## src/rtl/expgain_pkg.sv

```systemverilog
package expgain_pkg;
   localparam int MANT_W_DEF = 14;
   localparam int EXP_W_DEF  = 3;
   localparam int EXP_MAX_DEF = 4;
   localparam int DEPTH_DEF  = 256;

   function automatic int out_width(input int mant_w, input int exp_max);
      return mant_w + exp_max;
   endfunction
endpackage

```

## src/rtl/expgain_delay.sv

```systemverilog
module expgain_delay #(
   parameter int DEPTH   = expgain_pkg::DEPTH_DEF,
   parameter int EXP_W   = expgain_pkg::EXP_W_DEF,
   parameter int EXP_MAX = expgain_pkg::EXP_MAX_DEF,
   localparam int PTR_W  = $clog2(DEPTH)
) (
   input  logic             clk,
   input  logic             rst_n,
   input  logic [EXP_W-1:0] exp_in,
   input  logic [PTR_W-1:0] dly_code,
   output logic [EXP_W-1:0] exp_out
);
   logic [EXP_W-1:0] hist_q [DEPTH];
   logic [PTR_W-1:0] wr_ptr;
   logic [PTR_W-1:0] rd_ptr;
   logic [EXP_W-1:0] exp_lim;
   logic             primed;

   if ((1 << PTR_W) != DEPTH) begin : g_bad_depth
      $error("DEPTH must be a power of two");
   end
   if (EXP_MAX >= (1 << EXP_W)) begin : g_bad_exp
      $error("EXP_MAX does not fit in EXP_W bits");
   end

   if (((1 << EXP_W) - 1) > EXP_MAX) begin : g_clamp
      always_comb exp_lim = (exp_in > EXP_W'(EXP_MAX)) ? EXP_W'(EXP_MAX) : exp_in;
   end else begin : g_pass
      always_comb exp_lim = exp_in;
   end

   // code d means d+1 clocks; wrap of the pointer maps code DEPTH-1 to a full lap
   assign rd_ptr  = PTR_W'(wr_ptr - dly_code - PTR_W'(1));
   assign exp_out = hist_q[rd_ptr];

   always_ff @(posedge clk or negedge rst_n) begin
      if (!rst_n) begin
         for (int i = 0; i < DEPTH; i++) hist_q[i] <= '0;
         wr_ptr <= '0;
         primed <= 1'b0;
      end else begin
         hist_q[wr_ptr] <= exp_lim;
         wr_ptr         <= wr_ptr + PTR_W'(1);
         primed         <= 1'b1;
      end
   end


   delay_one_chk: assert property (@(posedge clk) disable iff (!rst_n)
      (primed && dly_code == '0) |-> (exp_out == $past(exp_lim)));

   exp_range_chk: assert property (@(posedge clk) disable iff (!rst_n)
      exp_out <= EXP_W'(EXP_MAX));
endmodule

```

## src/rtl/expgain_shift.sv

```systemverilog
module expgain_shift #(
   parameter int MANT_W  = expgain_pkg::MANT_W_DEF,
   parameter int EXP_W   = expgain_pkg::EXP_W_DEF,
   parameter int EXP_MAX = expgain_pkg::EXP_MAX_DEF,
   localparam int OUT_W  = expgain_pkg::out_width(MANT_W, EXP_MAX)
) (
   input  logic [MANT_W-1:0] mant,
   input  logic [EXP_W-1:0]  expo,
   output logic [OUT_W-1:0]  prod
);
   logic signed [OUT_W-1:0] ext;
   logic signed [OUT_W-1:0] cand [EXP_MAX+1];

   assign ext = OUT_W'($signed(mant));

   for (genvar k = 0; k <= EXP_MAX; k++) begin : g_tap
      assign cand[k] = ext <<< k;
   end

   always_comb begin
      prod = cand[0];
      for (int k = 1; k <= EXP_MAX; k++) begin
         if (expo == EXP_W'(k)) prod = cand[k];
      end
   end
endmodule

```

## src/rtl/expgain_top.sv

```systemverilog
module expgain_top #(
   parameter int MANT_W  = expgain_pkg::MANT_W_DEF,
   parameter int EXP_W   = expgain_pkg::EXP_W_DEF,
   parameter int EXP_MAX = expgain_pkg::EXP_MAX_DEF,
   parameter int DEPTH   = expgain_pkg::DEPTH_DEF,
   localparam int PTR_W  = $clog2(DEPTH),
   localparam int OUT_W  = expgain_pkg::out_width(MANT_W, EXP_MAX)
) (
   input  logic              clk,
   input  logic              rst_n,
   input  logic              in_vld,
   input  logic [MANT_W-1:0] in_mant,
   input  logic [EXP_W-1:0]  in_exp,
   input  logic [PTR_W-1:0]  dly_code,
   output logic              out_vld,
   output logic [OUT_W-1:0]  out_smp
);
   logic [EXP_W-1:0] exp_dly;
   logic [OUT_W-1:0] shifted;
   logic             primed;

   if (MANT_W < 2) begin : g_bad_mant
      $error("MANT_W too small");
   end

   expgain_delay #(.DEPTH(DEPTH), .EXP_W(EXP_W), .EXP_MAX(EXP_MAX)) u_dly (
      .clk(clk), .rst_n(rst_n), .exp_in(in_exp), .dly_code(dly_code), .exp_out(exp_dly)
   );

   expgain_shift #(.MANT_W(MANT_W), .EXP_W(EXP_W), .EXP_MAX(EXP_MAX)) u_shf (
      .mant(in_mant), .expo(exp_dly), .prod(shifted)
   );

   always_ff @(posedge clk or negedge rst_n) begin
      if (!rst_n) begin
         out_smp <= '0;
         out_vld <= 1'b0;
         primed  <= 1'b0;
      end else begin
         out_smp <= shifted;
         out_vld <= in_vld;
         primed  <= 1'b1;
      end
   end


   vld_follow_chk: assert property (@(posedge clk) disable iff (!rst_n)
      primed |-> (out_vld == $past(in_vld)));

   sign_keep_chk: assert property (@(posedge clk) disable iff (!rst_n)
      (primed && $past(in_mant) != '0) |-> (out_smp[OUT_W-1] == $past(in_mant[MANT_W-1])));

   reset_zero_chk: assert property (@(posedge clk)
      !rst_n |-> (out_smp == '0 && !out_vld));
endmodule

```

## config.mk

```make
export PLATFORM = sky130hd
export DESIGN_NAME = expgain_top
export DESIGN_NICKNAME = d
export VERILOG_FILES = /design/src/rtl/expgain_pkg.sv /design/src/rtl/expgain_delay.sv /design/src/rtl/expgain_shift.sv /design/src/rtl/expgain_top.sv
export SDC_FILE = /design/constraint.sdc
export NUM_CORES = 1
export LEC_CHECK = 0
export ABC_AREA = 0
export BUFFER_PORTS_ARGS = -buffer_cell sky130_fd_sc_hd__clkbuf_2
export CORE_MARGIN = 5
export CORE_UTILIZATION = 63
export DETAILED_ROUTE_END_ITERATION = 12
export HOLD_SLACK_MARGIN = 0.06
export PLACE_DENSITY = 0.8
export SLEW_MARGIN = 0
export SYNTH_ARGS = -nofsm -noshare
export SYNTH_HDL_FRONTEND = slang
export SYNTH_SLANG_ARGS = --single-unit
```

## constraint.sdc

```tcl
create_clock -name clk -period 4.7 [get_ports clk]
set_input_delay 0 -clock clk [delete_from_list [all_inputs] [get_ports clk]]
set_output_delay 0 -clock clk [all_outputs]
set_load 0.05 [all_outputs]
```

==> results of run 1 <==
==> power breakdown <==
part | switching (mW) | internal [mW]
sequential | 0.109 | 7.05
combinational | 1.24 | 0.839
clock | 2.74 | 3.93
==> sequential cells by signal, indices dropped and copies added (netlist names) <==
| register | flops |
|---|---|
| out_smp | 18 |
| out_vld | 1 |
| u_dly.hist_q | 768 |
| u_dly.wr_ptr | 8 |
==> layout by cell type, fill, tap and decap left out, types with 10 or more instances in the layout <==
master,instances
a2111oi_2,13
a21oi_1,14
dfrtp_1,795
mux2_2,264
buf_12,32
clkbuf_16,86
ha_1,10
clkbuf_8,14
buf_6,11
a211oi_1,12
clkbuf_2,44
nand3_1,14
clkinv_2,14
a311oi_1,15
mux2i_1,22
and3_1,13
o21ai_0,506
dlygate4sd3_1,19
nor3_1,10
clkbuf_1,21
inv_1,13
nor2_1,28
buf_4,142
and2_1,24
nand2_1,836
mux4_2,203
==> final cells by class <==
| type | count | area (µm²) |
|---|---|---|
| well taps | 765 | 957.2 |
| clock inverters | 29 | 345.3 |
| repair buffers | 254 | 2384 |
| clock buffers | 120 | 2399 |
| inverters | 13 | 48.80 |
| diodes | 3 | 7.507 |
| multi-input cells | 2145 | 16150 |
| fillers | 3496 | 15400 |
| flip-flops and latches | 795 | 19890 |
==> metrics by stage <==
step           instance area [µm²]  cells
2_1_floorplan                36610   3173
3_3_place_gp                 38410   3911
3_5_place_dp                 38410   3911
4_1_cts                      41780   4101
5_1_grt                      42180   4121
6_report                     42190   4124
==> metal layers <==
layer  global-route usage  routed length, µm  share of wire  vias up
li1                     -                  -              -    11550
met1               0.4336              38420           0.36    13900
met2               0.5082              49240           0.46     1837
met3               0.1101              12560           0.12      486
met4               0.1742               6363          0.060        2
met5             0.008271                 41        0.00038        -
==> path summary, 6_finish.rpt <==
path                            slack, ps  depth (start not counted)                end         startpoint
max in group asynchronous            2860                          4  u_dly.hist_q[570]              rst_n
worst min register to register        480                          2  u_dly.hist_q[252]  u_dly.hist_q[252]
worst min-delay path                   70                          2        out_smp[17]        in_mant[13]
worst max register to register        -50                         16        out_smp[10]    u_dly.wr_ptr[0]
worst max-delay path                  -50                         16        out_smp[10]    u_dly.wr_ptr[0]
min in group asynchronous             460                          3    u_dly.hist_q[7]              rst_n
==> logic make-up after synthesis <==
| family | after synthesis | synth area share |
|---|---|---|
| AND/OR/NAND/NOR | 980 | 0.1081 |
| XOR/XNOR | 11 | 0.002631 |
| AO/OA/AOI/OAI | 646 | 0.09931 |
| multiplexers | 496 | 0.2141 |
| buffers and inverters | 233 | 0.02819 |
| adder cells (fa/ha/maj) | 12 | 0.004306 |
| flip-flops | 795 | 0.5433 |
==> what timing repair did <==
action,CTS,global route
buffers inserted,19,21
cloned,2,1
setup endpoints to repair,17,17
hold buffers,20,0
pin swaps,13,21
resized for setup,50,51
endpoints found under the hold margin,285,0
==> report_table.html, run 1 <==
<table>
<tr><th>Metric</th><th>Value</th></tr>
<tr><th colspan="2">Global routing</th></tr>
<tr><td>Number of global-route vias before repair</td><td>28620</td></tr>
<tr><td>Initial antenna violation count</td><td>1</td></tr>
<tr><td>Wire length of the first global-routing pass</td><td>164700 µm</td></tr>
<tr><td>Overall fraction of global-route tracks in use</td><td>0.3338</td></tr>
<tr><td>Global-route congestion overflow total</td><td>0</td></tr>
<tr><td>Largest net degree at the start of global routing</td><td>167</td></tr>
<tr><th colspan="2">Detailed routing</th></tr>
<tr><td>Total routed wirelength</td><td>106600 µm</td></tr>
<tr><td>Final routed DRC violation total</td><td>0</td></tr>
<tr><td>Average wire per standard cell</td><td>25.85 µm</td></tr>
<tr><td>Drt initial violations</td><td>3437</td></tr>
<tr><td>Vias after detailed routing</td><td>27770</td></tr>
<tr><td>Post-route antenna net violation count</td><td>0</td></tr>
<tr><td>Vias per Instance</td><td>6.735</td></tr>
<tr><td>DRT Pass-1 Iters</td><td>6</td></tr>
<tr><th colspan="2">Clocking</th></tr>
<tr><td>Clk sinks</td><td>795</td></tr>
<tr><td>Clock tree from TritonCTS</td><td>yes</td></tr>
<tr><td>Clock tree root driver cell</td><td>clkbuf_16</td></tr>
<tr><td>Count of H-tree levels built during CTS</td><td>3</td></tr>
<tr><td>Clock slew seen by the registers of the worst setup and hold paths</td><td>60 ps</td></tr>
<tr><td>TritonCTS Buffers</td><td>82</td></tr>
<tr><td>Largest buffer count on any clock path</td><td>3</td></tr>
<tr><td>Later-pin clock latency in the skew report</td><td>650 ps</td></tr>
<tr><th colspan="2">Floorplanning</th></tr>
<tr><td>Die H</td><td>251.1 µm</td></tr>
<tr><td>Floorplan core area</td><td>0.05759 mm²</td></tr>
<tr><td>Initial Utilization</td><td>0.6358</td></tr>
<tr><td>Core Rows</td><td>88</td></tr>
<tr><td>Count of pins on the block boundary</td><td>47</td></tr>
<tr><td>Die Outline Area</td><td>0.06304 mm²</td></tr>
<tr><td>Die W</td><td>251.1 µm</td></tr>
<tr><th colspan="2">Setup path</th></tr>
<tr><td>Worst path bufs/invs</td><td>4</td></tr>
<tr><td>Kind of critical path</td><td>flop to flop</td></tr>
<tr><td>Kind of capture point of the worst setup path</td><td>flop</td></tr>
<tr><td>Top Family by Delay on Critical Path</td><td>simple AND/OR/NAND/NOR gates</td></tr>
<tr><td>Required time worst endpoint</td><td>5280 ps</td></tr>
<tr><td>Most numerous cell on the critical path</td><td>buf_12</td></tr>
<tr><td>Cell chain of the critical path</td><td>ha_4 &gt; fa_4 &gt; buf_12 &gt; buf_12 &gt; buf_16 &gt; mux4_2 &gt; a2111oi_4 &gt; a311oi_2 &gt; nor3_2 &gt; a2111oi_2 &gt; or4_4 &gt; buf_4 &gt; and2_1 &gt; o21bai_1 &gt; a31oi_1 &gt; a22o_1</td></tr>
<tr><td>CP max FO</td><td>9</td></tr>
<tr><td>Highest-delay cell along the critical path</td><td>fa_4</td></tr>
<tr><td>Critical path data arrival time</td><td>5330 ps</td></tr>
<tr><td>Critical path launch point type</td><td>flop</td></tr>
<tr><td>Highest cell delay on the worst timing path</td><td>870 ps</td></tr>
<tr><th colspan="2">Synth</th></tr>
<tr><td>Most used DFF post-synth</td><td>dfrtp_1</td></tr>
<tr><td>Number of synthesized flops with an enable pin</td><td>0</td></tr>
<tr><td>Average size of a mapped cell</td><td>11.54 µm²</td></tr>
<tr><td>Top-area cell type share of the netlist area</td><td>0.5433</td></tr>
<tr><td>Synth area leader</td><td>dfrtp_1</td></tr>
<tr><td>Fraction of registers with async set/reset</td><td>1.000</td></tr>
<tr><td>Yosys reg bits</td><td>795</td></tr>
<tr><td>Post-synthesis cell area</td><td>0.03661 mm²</td></tr>
<tr><td>Synth cell types</td><td>66</td></tr>
<tr><td>Top post-synthesis cells by count</td><td>nand2_1 (839), dfrtp_1 (795), o21ai_0 (507), mux2_2 (264), mux4_2 (203)</td></tr>
<tr><td>Top cells by area in the synthesized netlist</td><td>dfrtp_1 (54%), mux4_2 (12%), nand2_1 (8.6%), mux2_2 (8.1%), o21ai_0 (6.9%)</td></tr>
<tr><td>Proportion of synthesized chip area in sequential cells</td><td>0.5433</td></tr>
<tr><td>Synthesized net count</td><td>3213</td></tr>
<tr><td>Number of instances in the synthesized netlist</td><td>3173</td></tr>
<tr><td>Count leader, synth</td><td>nand2_1</td></tr>
<tr><td>Warnings, synthesis</td><td>0</td></tr>
<tr><th colspan="2">STA</th></tr>
<tr><td>Worst-Margin Slew</td><td>1529 ps</td></tr>
<tr><td>Hold Slack</td><td>71.79 ps</td></tr>
<tr><td>Part of the cycle the worst path needs</td><td>1.010</td></tr>
<tr><td>Worst path setup slack after routing</td><td>-48.64 ps</td></tr>
<tr><td>Final min period</td><td>4749 ps</td></tr>
<tr><td>Number of hold-slack violations in the final timing report</td><td>0</td></tr>
<tr><td>Max-slew violation count</td><td>16</td></tr>
<tr><td>Setup tns final</td><td>-67.69 ps</td></tr>
<tr><td>Unrepaired setup endpoints after global routing</td><td>true</td></tr>
<tr><td>Worst Clk Skew</td><td>34.67 ps</td></tr>
<tr><td>Highest clock rate</td><td>0.2106 GHz</td></tr>
<tr><td>Setup-violating endpoint count in the final report</td><td>2</td></tr>
<tr><td>Slew headroom</td><td>-0.02300</td></tr>
<tr><th colspan="2">Placed design</th></tr>
<tr><td>Pre-CTS WS</td><td>-235.4 ps</td></tr>
<tr><td>Estimated wirelength of the detail-placed design</td><td>63690 µm</td></tr>
<tr><td>IO buf count</td><td>46</td></tr>
<tr><td>Routability Congestion</td><td>0.9153</td></tr>
<tr><th colspan="2">Final layout</th></tr>
<tr><td>Area growth from synthesis to layout</td><td>15.23%</td></tr>
<tr><td>End-of-flow core utilization</td><td>0.7326</td></tr>
<tr><td>Fraction of final layout cells sized beyond drive strength 1</td><td>0.2688</td></tr>
<tr><td>Nets@finish</td><td>3331</td></tr>
<tr><th colspan="2">Pwr</th></tr>
<tr><td>Power density over cell area</td><td>377.2 mW/mm²</td></tr>
<tr><td>Worst IR drop on VDD</td><td>0.0003008 V</td></tr>
<tr><td>Total power of the final layout</td><td>15.92 mW</td></tr>
<tr><td>Leakage power</td><td>18.30 nW</td></tr>
<tr><th colspan="2">Outcome</th></tr>
<tr><td>Status</td><td>complete, but fails checks</td></tr>
<tr><td>Failing checks</td><td>capacitance limit, slew limit, setup timing</td></tr>
<tr><th colspan="2">Run</th></tr>
<tr><td>Max Cap Violations</td><td>1</td></tr>
<tr><th colspan="2">Min path</th></tr>
<tr><td>Hold Crit Class</td><td>input port to flop</td></tr>
</table>
(Power assumes the default switching activity.)
==> inputs of run 2 (changes only) <==
- CORE_UTILIZATION: 63 -> 45
- PLACE_DENSITY: 0.8 -> unset
==> run 2 against run 1 <==
  * Setup slack improved by 120 ps
  * Critical endpoint unchanged
  * Largest power group unchanged
  * Core utilization down 20 points
  * Non-clock buffer count decreased by 9
  * Wire length decreased by 1.8%
  * Fmax rose by 2.6%
  * Via count down 6.0%
  * Total power is 2.5% higher
  * The flow now finishes without violations
==> report_table.html, run 2 (synthesis results as in run 1) <==
<table>
<tr><th>Metric</th><th>Value</th></tr>
<tr><th colspan="2">Floorplanning</th></tr>
<tr><td>Die Outline Area</td><td>0.08717 mm²</td></tr>
<tr><td>Floorplan core area</td><td>0.08055 mm²</td></tr>
<tr><td>Die H</td><td>295.2 µm</td></tr>
<tr><td>Initial Utilization</td><td>0.4546</td></tr>
<tr><td>Die W</td><td>295.2 µm</td></tr>
<tr><td>Count of pins on the block boundary</td><td>47</td></tr>
<tr><td>Core Rows</td><td>104</td></tr>
<tr><th colspan="2">Pwr</th></tr>
<tr><td>Worst IR drop on VDD</td><td>0.0002769 V</td></tr>
<tr><td>Leakage power</td><td>18.38 nW</td></tr>
<tr><td>Total power of the final layout</td><td>16.32 mW</td></tr>
<tr><td>Power density over cell area</td><td>380.8 mW/mm²</td></tr>
<tr><th colspan="2">Run</th></tr>
<tr><td>Max Cap Violations</td><td>0</td></tr>
<tr><th colspan="2">STA</th></tr>
<tr><td>Slew headroom</td><td>0.1301</td></tr>
<tr><td>Worst Clk Skew</td><td>25.39 ps</td></tr>
<tr><td>Max-slew violation count</td><td>0</td></tr>
<tr><td>Highest clock rate</td><td>0.2160 GHz</td></tr>
<tr><td>Setup-violating endpoint count in the final report</td><td>0</td></tr>
<tr><td>Part of the cycle the worst path needs</td><td>0.9852</td></tr>
<tr><td>Worst-Margin Slew</td><td>1300 ps</td></tr>
<tr><td>Number of hold-slack violations in the final timing report</td><td>0</td></tr>
<tr><td>Final min period</td><td>4630 ps</td></tr>
<tr><td>Hold Slack</td><td>88.76 ps</td></tr>
<tr><td>Setup tns final</td><td>0 ps</td></tr>
<tr><th colspan="2">Min path</th></tr>
<tr><td>Hold Crit Class</td><td>input port to flop</td></tr>
<tr><th colspan="2">Detailed routing</th></tr>
<tr><td>Drt initial violations</td><td>2251</td></tr>
<tr><td>Total routed wirelength</td><td>104700 µm</td></tr>
<tr><td>DRT met1 WL</td><td>45400 µm</td></tr>
<tr><td>DRT Pass-1 Iters</td><td>5</td></tr>
<tr><td>Vias after detailed routing</td><td>26120</td></tr>
<tr><td>Length of routed met3 wiring</td><td>6920 µm</td></tr>
<tr><td>Wire length on met2</td><td>49650 µm</td></tr>
<tr><td>Vias per Instance</td><td>5.914</td></tr>
<tr><td>Post-route antenna net violation count</td><td>0</td></tr>
<tr><td>Final routed DRC violation total</td><td>0</td></tr>
<tr><td>Average wire per standard cell</td><td>23.72 µm</td></tr>
<tr><td>Top layer used by detailed routing</td><td>met4</td></tr>
<tr><th colspan="2">Global routing</th></tr>
<tr><td>Initial antenna violation count</td><td>2</td></tr>
<tr><td>Global-route congestion overflow total</td><td>0</td></tr>
<tr><td>Wire length of the first global-routing pass</td><td>163700 µm</td></tr>
<tr><td>Overall fraction of global-route tracks in use</td><td>0.2415</td></tr>
<tr><td>Number of global-route vias before repair</td><td>26690</td></tr>
<tr><td>Largest net degree at the start of global routing</td><td>177</td></tr>
<tr><th colspan="2">Placed design</th></tr>
<tr><td>Estimated wirelength of the detail-placed design</td><td>66650 µm</td></tr>
<tr><td>IO buf count</td><td>46</td></tr>
<tr><td>Cell count after placement</td><td>4217</td></tr>
<tr><td>Routability Congestion</td><td>0.8714</td></tr>
<tr><th colspan="2">Clocking</th></tr>
<tr><td>Largest buffer count on any clock path</td><td>3</td></tr>
<tr><td>Clk sinks</td><td>795</td></tr>
<tr><td>Count of H-tree levels built during CTS</td><td>3</td></tr>
<tr><td>Later-pin clock latency in the skew report</td><td>640 ps</td></tr>
<tr><td>Clock tree from TritonCTS</td><td>yes</td></tr>
<tr><td>TritonCTS Buffers</td><td>85</td></tr>
<tr><td>Clock slew seen by the registers of the worst setup and hold paths</td><td>60 ps</td></tr>
<tr><td>Clock tree root driver cell</td><td>clkbuf_16</td></tr>
<tr><th colspan="2">Outcome</th></tr>
<tr><td>Status</td><td>complete, no violations</td></tr>
<tr><th colspan="2">Setup path</th></tr>
<tr><td>Highest cell delay on the worst timing path</td><td>900 ps</td></tr>
<tr><td>Required time worst endpoint</td><td>5210 ps</td></tr>
<tr><td>Kind of capture point of the worst setup path</td><td>flop</td></tr>
<tr><td>Kind of critical path</td><td>flop to flop</td></tr>
<tr><td>CP max FO</td><td>11</td></tr>
<tr><td>Flop2flop setup slack</td><td>70 ps</td></tr>
<tr><td>Critical path launch point type</td><td>flop</td></tr>
<tr><td>Critical path data arrival time</td><td>5140 ps</td></tr>
<tr><td>Highest-delay cell along the critical path</td><td>fa_4</td></tr>
<tr><td>Most numerous cell on the critical path</td><td>buf_6</td></tr>
<tr><td>Cell chain of the critical path</td><td>ha_4 &gt; fa_4 &gt; buf_6 &gt; buf_8 &gt; mux4_2 &gt; a2111oi_4 &gt; a311oi_2 &gt; a21oi_1 &gt; buf_4 &gt; a2111oi_2 &gt; or4_4 &gt; nor3_4 &gt; buf_6 &gt; a31oi_1 &gt; a22o_1</td></tr>
<tr><th colspan="2">Final layout</th></tr>
<tr><td>Biggest registers after layout</td><td>u_dly.hist_q: 768 flops, out_smp: 18 flops, u_dly.wr_ptr: 8 flops</td></tr>
<tr><td>Fraction of final layout cells sized beyond drive strength 1</td><td>0.2765</td></tr>
<tr><td>Most frequent cells in the layout</td><td>nand2_1 (836), dfrtp_1 (795), o21ai_0 (506)</td></tr>
<tr><td>Fillers</td><td>6739</td></tr>
<tr><td>Most frequent standard cell in the layout excluding fill and tap cells</td><td>nand2_1</td></tr>
<tr><td>Diodes inserted</td><td>0</td></tr>
<tr><td>Most flop-heavy register</td><td>u_dly.hist_q</td></tr>
<tr><td>Non-filler instance count after layout</td><td>4416</td></tr>
<tr><td>Largest register FFs</td><td>768</td></tr>
<tr><td>Area growth from synthesis to layout</td><td>17.02%</td></tr>
<tr><td>Nets@finish</td><td>3325</td></tr>
</table>
[run 2: critical path, delay by kind of cell (launching register included)]
| family | cells | cell delay [ps] |
|---|---|---|
| and+or+nand+nor | 2 | 1040 |
| buffers and inverters | 4 | 650 |
| AOI/OAI and AO/OA | 6 | 960 |
| muxes | 1 | 350 |
| DFF | 1 | 410 |
| adders and majority gates | 2 | 1080 |
[run 2: metal layers]
| metal | GRT usage | up-vias |
|---|---|---|
| li1 | - | 11560 |
| met1 | 0.3443 | 13470 |
| met2 | 0.3847 | 914 |
| met3 | 0.04319 | 174 |
| met4 | 0.07194 | 0 |
| met5 | 0 | - |
[run 2: worst paths after layout]
path / start / endpoint / depth (start not counted)
min reg2reg: u_dly.hist_q[315] / u_dly.hist_q[315] / 2
min in group asynchronous: rst_n / u_dly.hist_q[233] / 3
max in group asynchronous: rst_n / u_dly.hist_q[234] / 4
min: in_mant[13] / out_smp[17] / 2
max: u_dly.wr_ptr[0] / out_smp[10] / 15
max reg2reg: u_dly.wr_ptr[0] / out_smp[10] / 15
[run 2: timing repair]
action	CTS	global route
cloned	0	1
endpoints found under the hold margin	151	0
hold buffers	21	0
buffers inserted	6	16
endpoints found under the setup margin	17	17
pin swaps	9	30
gates resized for setup	46	82
[run 2: area by class of cell]
type                       count  area [µm²]  area share
clock buffer                 125        2551     0.05954
clock inverter                33       450.4     0.01051
inverter                      13       48.80    0.001139
sequential                   795       19890      0.4643
timing repair buffer         245        2278     0.05318
multi-input combinational   2145       16300      0.3804
tap                         1060        1326     0.03095
[run 2: report_power, final]
| group | total (mW) | leakage [nW] | switching, mW | internal, mW |
|---|---|---|---|---|
| clock network | 7.12 | 1.47 | 2.80 | 4.32 |
| registers | 7.15 | 8.24 | 0.0971 | 7.05 |
| logic | 2.05 | 8.66 | 1.22 | 0.831 |
| total | 16.3 | 18.4 | 4.12 | 12.2 |
[run 2: metrics by stage]
stage | cell area, µm² | worst slack (ps) | utilization
final | 42850 | 69.75 | 0.5319
after global routing | 42850 | -42.56 | 0.5319
after CTS | 42320 | -9.619 | 0.5254
after detailed placement | 38870 | -319.9 | 0.4826
after global placement | 38870 | -312.6 | 0.4826
after floorplan | 36610 | 445.3 | -
